**src/rtl/bshift_pkg.sv**
```systemverilog
package bshift_pkg;

    parameter int unsigned DATA_W = 32;
    localparam int unsigned CNT_W = $clog2(DATA_W);

    // Mode values are the low two bits of the shift opcodes.
    typedef enum logic [1:0] {
        MODE_SHL = 2'b00,
        MODE_ROL = 2'b01,
        MODE_SHR = 2'b10,
        MODE_SRA = 2'b11
    } shift_mode_e;

    // Distance moved by stage k of the log network.
    function automatic int unsigned stage_dist(input int unsigned k);
        return 32'd1 << k;
    endfunction

endpackage

```
**src/rtl/bshift_count.sv**
```systemverilog
module bshift_count
    import bshift_pkg::*;
#(
    parameter int unsigned CW = CNT_W
) (
    input  logic [CW-1:0] const_i,
    input  logic [CW-1:0] reg_i,
    output logic [CW-1:0] amt_o
);

    logic use_reg;

    always_comb begin
        use_reg = (const_i == '0);
        amt_o   = use_reg ? reg_i : const_i;
    end

endmodule

```
**src/rtl/bshift_stage.sv**
```systemverilog
module bshift_stage
    import bshift_pkg::*;
#(
    parameter int unsigned DW   = DATA_W,
    parameter int unsigned DIST = 1
) (
    input  logic [DW-1:0] d_i,
    input  logic          en_i,
    input  shift_mode_e   mode_i,
    output logic [DW-1:0] q_o
);

    always_comb begin
        q_o = d_i;
        if (en_i) begin
            case (mode_i)
                MODE_SHL: q_o = {d_i[DW-1-DIST:0], {DIST{1'b0}}};
                MODE_ROL: q_o = {d_i[DW-1-DIST:0], d_i[DW-1 -: DIST]};
                MODE_SHR: q_o = {{DIST{1'b0}}, d_i[DW-1:DIST]};
                MODE_SRA: q_o = {{DIST{d_i[DW-1]}}, d_i[DW-1:DIST]};
                default:  q_o = d_i;
            endcase
        end
    end

endmodule

```
**src/rtl/bshift_unit.sv**
```systemverilog
module bshift_unit
    import bshift_pkg::*;
#(
    parameter int unsigned DW = DATA_W,
    localparam int unsigned CW = $clog2(DW)
) (
    input  logic [DW-1:0] opnd_i,
    input  logic [CW-1:0] cnt_const_i,
    input  logic [CW-1:0] cnt_reg_i,
    input  logic [1:0]    mode_i,
    output logic [DW-1:0] result_o
);

    shift_mode_e   mode;
    logic [CW-1:0] amt;
    logic [DW-1:0] lvl [CW+1];

    assign mode   = shift_mode_e'(mode_i);
    assign lvl[0] = opnd_i;

    bshift_count #(.CW(CW)) u_count (
        .const_i (cnt_const_i),
        .reg_i   (cnt_reg_i),
        .amt_o   (amt)
    );

    for (genvar k = 0; k < CW; k++) begin : g_stage
        bshift_stage #(.DW(DW), .DIST(stage_dist(k))) u_stage (
            .d_i    (lvl[k]),
            .en_i   (amt[k]),
            .mode_i (mode),
            .q_o    (lvl[k+1])
        );
    end

    assign result_o = lvl[CW];

    always_comb begin
        if (amt == '0) begin

            zero_count_pass_chk: assert (result_o == opnd_i);
        end
        if (mode == MODE_SHR && amt != '0) begin

            shr_top_zero_chk: assert (result_o[DW-1] == 1'b0);
        end
        if (mode == MODE_SRA) begin

            sra_sign_keep_chk: assert (result_o[DW-1] == opnd_i[DW-1]);
        end
        if (mode == MODE_SHL && amt != '0) begin

            shl_low_zero_chk: assert (result_o[0] == 1'b0);
        end
        if (mode == MODE_ROL) begin

            rol_ones_keep_chk: assert ($countones(result_o) == $countones(opnd_i));
        end
    end

endmodule

```
**config.mk**
```make
export PLATFORM = sky130hd
export DESIGN_NAME = bshift_unit
export DESIGN_NICKNAME = d
export VERILOG_FILES = /design/src/rtl/bshift_pkg.sv /design/src/rtl/bshift_count.sv /design/src/rtl/bshift_stage.sv /design/src/rtl/bshift_unit.sv
export SDC_FILE = /design/constraint.sdc
export NUM_CORES = 1
export LEC_CHECK = 0
export BUFFER_PORTS_ARGS = -buffer_cell sky130_fd_sc_hd__buf_2
export CAP_MARGIN = 10
export CELL_PAD_IN_SITES_DETAIL_PLACEMENT = 1
export CELL_PAD_IN_SITES_GLOBAL_PLACEMENT = 2
export CORE_AREA = 4 4 118 148
export DETAILED_ROUTE_END_ITERATION = 7
export DIE_AREA = 0 0 122 152
export GPL_TIMING_DRIVEN = 0
export PLACE_DENSITY = 0.91
export SYNTH_ARGS = -nofsm -noshare
export SYNTH_HDL_FRONTEND = slang
export SYNTH_SLANG_ARGS = --single-unit
```
**constraint.sdc**
```tcl
create_clock -name vclk -period 2.6
set_input_delay 0.26 -clock vclk [all_inputs]
set_output_delay 0.26 -clock vclk [all_outputs]
set_load 0.05 [all_outputs]
```
# Yosys cells after proc, flatten, opt, wreduce, memory -nomap -nowiden

Cells that the tools add are included.

Shifts and indexed selects: 0
Reductions and logical operators: 2
$mul: 0
Bitwise logic cells: 0
Equal/unequal tests: 3
Div/mod/pow operators: 0
Magnitude comparators: 0
$add $sub $neg: 0
Mux-type cells: 11

Operators with widths:

| operator             | number |
|---|---|
| $pmux W32 S4         | 5 |
| $mux W32             | 5 |
| $logic_not A5 Y1     | 1 |
| $mux W5              | 1 |
| $eq A2 B2 Y1 const B | 2 |
| $eq A2 B1 Y1 const B | 1 |
| $logic_not A2 Y1     | 1 |

Memories: 0
Memory bits (read-only): 0
Output and inout port bits: 32
Bits of input ports: 44
Bits in latches: 0
RAM bits: 0
Logic and storage cells: 16
Flip-flop bits (word level): 0

# Depth between registers and ports, before layout

Depth in word-level cells: 11
Gate-level depth with buffers: 11
Gate-level depth less buffers: 7

# By module

Synthesis repeated with hierarchy kept, for this count alone.

Cell total of the unflattened synthesis: 574
Area, all modules: 3579.7 um2

Modules (own cells, without submodules):

| module                             | cells an instance | seq. area each (um2) | times used | area each (um2) |
|---|---|---|---|---|
| bshift_stage at g_stage[3].u_stage | 119               | 0.0                  | 1          | 721.9 |
| bshift_stage at g_stage[1].u_stage | 111               | 0.0                  | 1          | 716.9 |
| bshift_stage at g_stage[0].u_stage | 109               | 0.0                  | 1          | 709.4 |
| bshift_stage at g_stage[2].u_stage | 113               | 0.0                  | 1          | 703.2 |
| bshift_stage at g_stage[4].u_stage | 110               | 0.0                  | 1          | 644.4 |
| bshift_count                       | 12                | 0.0                  | 1          | 83.8 |

# Worst setup path after synthesis

No wires, ideal clock.

Kind: in2out
Start: input mode_i[1]
End: output result_o[27]
Buffers on the path: 5
Arrival: 3021 ps
Path slack: -681 ps
Stages on the path: 9
Data required time: 2340 ps
Cell sequence: clkbuf_1 buf_2 buf_2 clkbuf_1 clkbuf_1 nor2_1 o31ai_4 a211oi_1 a211oi_1

Word-level cells in the longest chain between the ends: 11
Elaborated cells between the ends (all ways): 14
Those cells by class: 3 x eq/ne; 10 x mux; 1 x reduce/logical

RTL lines:

| item                                 | line               | source |
|---|---|---|
| from (decl)                          | bshift_unit.sv:10  | `input logic [1:0] mode_i,` |
| $eq A2 B2 Y1 (tied with other cells) | n/a                |  |
| $pmux W32 S4                         | bshift_stage.sv:16 | `case (mode_i)` |
| $mux W32                             | bshift_stage.sv:15 | `if (en_i) begin` |
| $pmux W32 S4                         | bshift_stage.sv:16 |  |
| $mux W32                             | bshift_stage.sv:15 |  |
| $pmux W32 S4                         | bshift_stage.sv:16 |  |
| $mux W32                             | bshift_stage.sv:15 |  |
| $pmux W32 S4                         | bshift_stage.sv:16 |  |
| $mux W32                             | bshift_stage.sv:15 |  |
| $pmux W32 S4                         | bshift_stage.sv:16 |  |
| $mux W32 *                           | bshift_stage.sv:15 |  |
| to (decl)                            | bshift_unit.sv:11  | `output logic [DW-1:0] result_o` |

Every way passes the cells marked *; elsewhere a longest branch is shown, timed or not.

# Final worst setup path

Start: input cnt_const_i[2]
End: output result_o[28]

Word-level cells in the longest chain between the ends: 11

RTL lines:

| item             | line               | source |
|---|---|---|
| from (decl)      | bshift_unit.sv:8   | `input logic [CW-1:0] cnt_const_i,` |
| $logic_not A5 Y1 | bshift_count.sv:14 | `use_reg = (const_i == '0);` |
| $mux W5 *        | bshift_count.sv:15 | `amt_o = use_reg ? reg_i : const_i;` |
| $mux W32         | bshift_stage.sv:15 |  |
| $pmux W32 S4     | bshift_stage.sv:16 |  |
| $mux W32         | bshift_stage.sv:15 |  |
| $pmux W32 S4     | bshift_stage.sv:16 |  |
| $mux W32         | bshift_stage.sv:15 |  |
| $pmux W32 S4     | bshift_stage.sv:16 |  |
| $mux W32         | bshift_stage.sv:15 |  |
| $pmux W32 S4     | bshift_stage.sv:16 |  |
| $mux W32 *       | bshift_stage.sv:15 |  |

Marked as above.

==> impl_metrics.py <==
metrics = {
    "final_layout": {
        "final_cell_area_um2": 9190,
        "post-route-util_pct": 57.2,
        "drive_gt1_share_pct": 63.9,
        "ff_latch_area_um2": 0,
        "finalNetCount": 925,
        "syn_to_final_growth_pct": 88.3,
        "diodes": 0,
        "fill_cells": 1850,
        "n_clock_buffer": 0,
        "nFlopsAndLatches": 0,
    },
    "min_path": {
        "min_path_type": "in2out",
    },
    "placement": {
        "dpl-instance-area_um2": 5840,
        "port_buffers": 73,
        "gp_congestion": 1.14,
        "hpwl_mm": 28.4,
    },
    "timing": {
        "rsz0062_at_grt": "yes",
        "post-route-period-util_pct": 117,
        "fmax_ghz": 0.329,
        "min_period_ns": 3.04,
        "worst_pin_slew_ns": 0.815,
        "relSlewSlack_pct": 45.6,
        "hold_violations": 0,
        "setup_viol": 32,
        "layout_setup_ws_ns": -0.443,
        "slew_violations": 0,
    },
    "grt": {
        "first_global_vias": 8085,
        "track_usage_pct": 39.3,
        "grt_max_degree": 11,
        "antenna_found_initial": 2,
        "grt_pass1_wl_mm": 55.0,
        "gr-total-overflow": 0,
    },
    "flow_run": {
        "drv_cap": 0,
    },
    "synthesis": {
        "syn-num-nets": 747,
        "yosys.area_share.simple_pct": 15.8,
        "synth_top_family_by_area": "compound AO/OA/AOI/OAI gates",
        "synth-adder-area-share_pct": 0,
        "synth_xor_area_share_pct": 0,
        "ys_types": 76,
        "synth_cells": 703,
        "ys_seq_area_share_pct": 0,
        "syn_area_um2": 4880,
        "synth-compound-area-share_pct": 60.0,
        "ys_warn_count": 0,
        "post_synth_mux_area_share_pct": 14.1,
        "avgSynthCellArea_um2": 6.94,
    },
    "routing": {
        "wirelength_mm": 43.6,
        "routedWlPerCell_um": 39.8,
        "firstDrtPassIters": 8,
        "drtIter0Drc": 1336,
        "viasPerCell": 7.94,
        "drc": 0,
        "ant_nets": 0,
        "vias": 8690,
    },
    "critical_path": {
        "cp.required_ns": 2.34,
        "worstPathMaxFanout": 8,
        "path_class": "in2out",
        "setup.worst_path.start_class": "input pin",
        "arrival_ns": 2.78,
        "end_kind": "output pin",
    },
    "cts": {
        "cts_hold_buffers": 0,
    },
    "floorplan": {
        "core.rowCount": 52,
        "start_util_pct": 30.4,
        "fp.dieArea_um2": 18500,
        "die_y_um": 152,
        "coreArea_um2": 16100,
        "io_pins": 76,
        "die_x_um": 122,
    },
    "pwr": {
        "power.density_nw_per_um2": 303,
        "power_mw": 2.78,
        "vdd_drop_max_mv": 0.133,
        "p_leak_nw": 3.08,
    },
    "run_status": {
        "status": "finished with violations",
        "violations": "negative setup slack",
    },
}
==> Yosys cell counts (6+ instances only) <==
| cell type | instances | area [um^2] |
|---|---|---|
| a211oi_1 | 74 | 556 |
| nand2_1 | 58 | 218 |
| a21oi_1 | 48 | 240 |
| o21ai_0 | 46 | 230 |
| nor2_1 | 45 | 169 |
| nor3_1 | 36 | 180 |
| buf_2 | 34 | 170 |
| clkbuf_1 | 32 | 120 |
| o211ai_1 | 32 | 240 |
| mux2i_1 | 28 | 280 |
| o2111ai_1 | 20 | 175 |
| a221oi_1 | 16 | 140 |
| o22ai_1 | 15 | 93.8 |
| o221ai_1 | 14 | 123 |
| mux4_2 | 12 | 270 |
| inv_1 | 11 | 41.3 |
| mux2_2 | 11 | 124 |
| nand3_1 | 11 | 55.1 |
| a22oi_1 | 10 | 75.1 |
| buf_6 | 10 | 113 |
| a31oi_1 | 9 | 56.3 |
| a211oi_2 | 6 | 75.1 |
| a32oi_1 | 6 | 52.6 |
==> worst max-delay path: stages <==
cell,delay [ns]
buf_12,0.11
or3_4,0.42
o21ai_4,0.16
buf_12,0.17
buf_4,0.14
buf_16,0.12
a221oi_1,0.09
o21a_1,0.25
o31ai_4,0.43
buf_6,0.18
nor2_1,0.04
a2bb2oi_1,0.16
buf_4,0.23
==> final cells by class <==
cell class / count / area [um^2] / share of cell area, %
Inverter: 12 / 47.5 / 0.517
Tap cell: 216 / 270 / 2.94
Multi-Input combinational cell: 608 / 6390 / 69.5
Timing Repair Buffer: 180 / 1620 / 17.7
Buffer: 79 / 860 / 9.35
==> cell usage in the layout, fill, tap and decap left out, types with 10 or more instances in the layout <==
master	instances
a211oi_2	32
nor3_2	11
mux2i_2	10
inv_1	10
mux4_2	12
o21ai_1	15
nor2_1	33
a211oi_1	19
a221oi_2	13
o211ai_1	32
buf_4	106
buf_12	29
nor3_1	21
o21ai_2	13
clkbuf_2	11
a211oi_4	29
nand2_1	46
buf_2	38
a21oi_1	21
a21oi_2	23
mux2i_1	15
clkbuf_4	10
buf_6	57
o21ai_0	18
==> power breakdown <==
part | internal (mW) | total [mW] | leakage [nW] | switching, mW
combinational | 1.03 | 2.78 | 3.08 | 1.75
clock | 0 | 0 | 0 | 0
sequential | 0 | 0 | 0 | 0
==> metal layers <==
metal,share of wire [%],routed length [um],GRT usage (%),vias up
li1,-,-,-,3272
met4,12,5100,29.7,2
met2,42,18400,59.7,891
met3,13,5730,9.97,410
met5,0.030,13,0,-
met1,33,14300,46.9,4115
==> repair_timing <==
action                                  4_1_cts  5_1_grt
endpoints found under the setup margin       32       32
pin swaps                                    62      103
resized for setup                           298      302
cloned                                        5        2
setup buffers                                30       74
==> kinds of logic (layout without fill, tap and decap cells) <==
kind of cell | count (synthesis) | in the layout
simple gates | 172 | 172
buf+inv | 95 | 271
mux | 52 | 52
compound gates | 384 | 384
==> worst paths after layout <==
path  slack [ns]  depth (start not counted)           start      endpoint
min         1.27                          5    cnt_reg_i[3]  result_o[19]
max        -0.44                         13  cnt_const_i[2]  result_o[28]
==> metrics by stage <==
| step | hold WS (ns) | cells | setup TNS (ns) | setup slack (ns) |
|---|---|---|---|---|
| floorplan | 0.942 | 703 | -2.84 | -0.325 |
| global placement | 1.26 | 992 | -32.84 | -1.21 |
| detailed placement | 1.26 | 992 | -31.48 | -1.14 |
| CTS | 1.16 | 1027 | -11.03 | -0.392 |
| global route | 1.28 | 1095 | -12.06 | -0.459 |
| finish | 1.27 | 1095 | -10.79 | -0.443 |
Power figures use the tool's default switching activity.
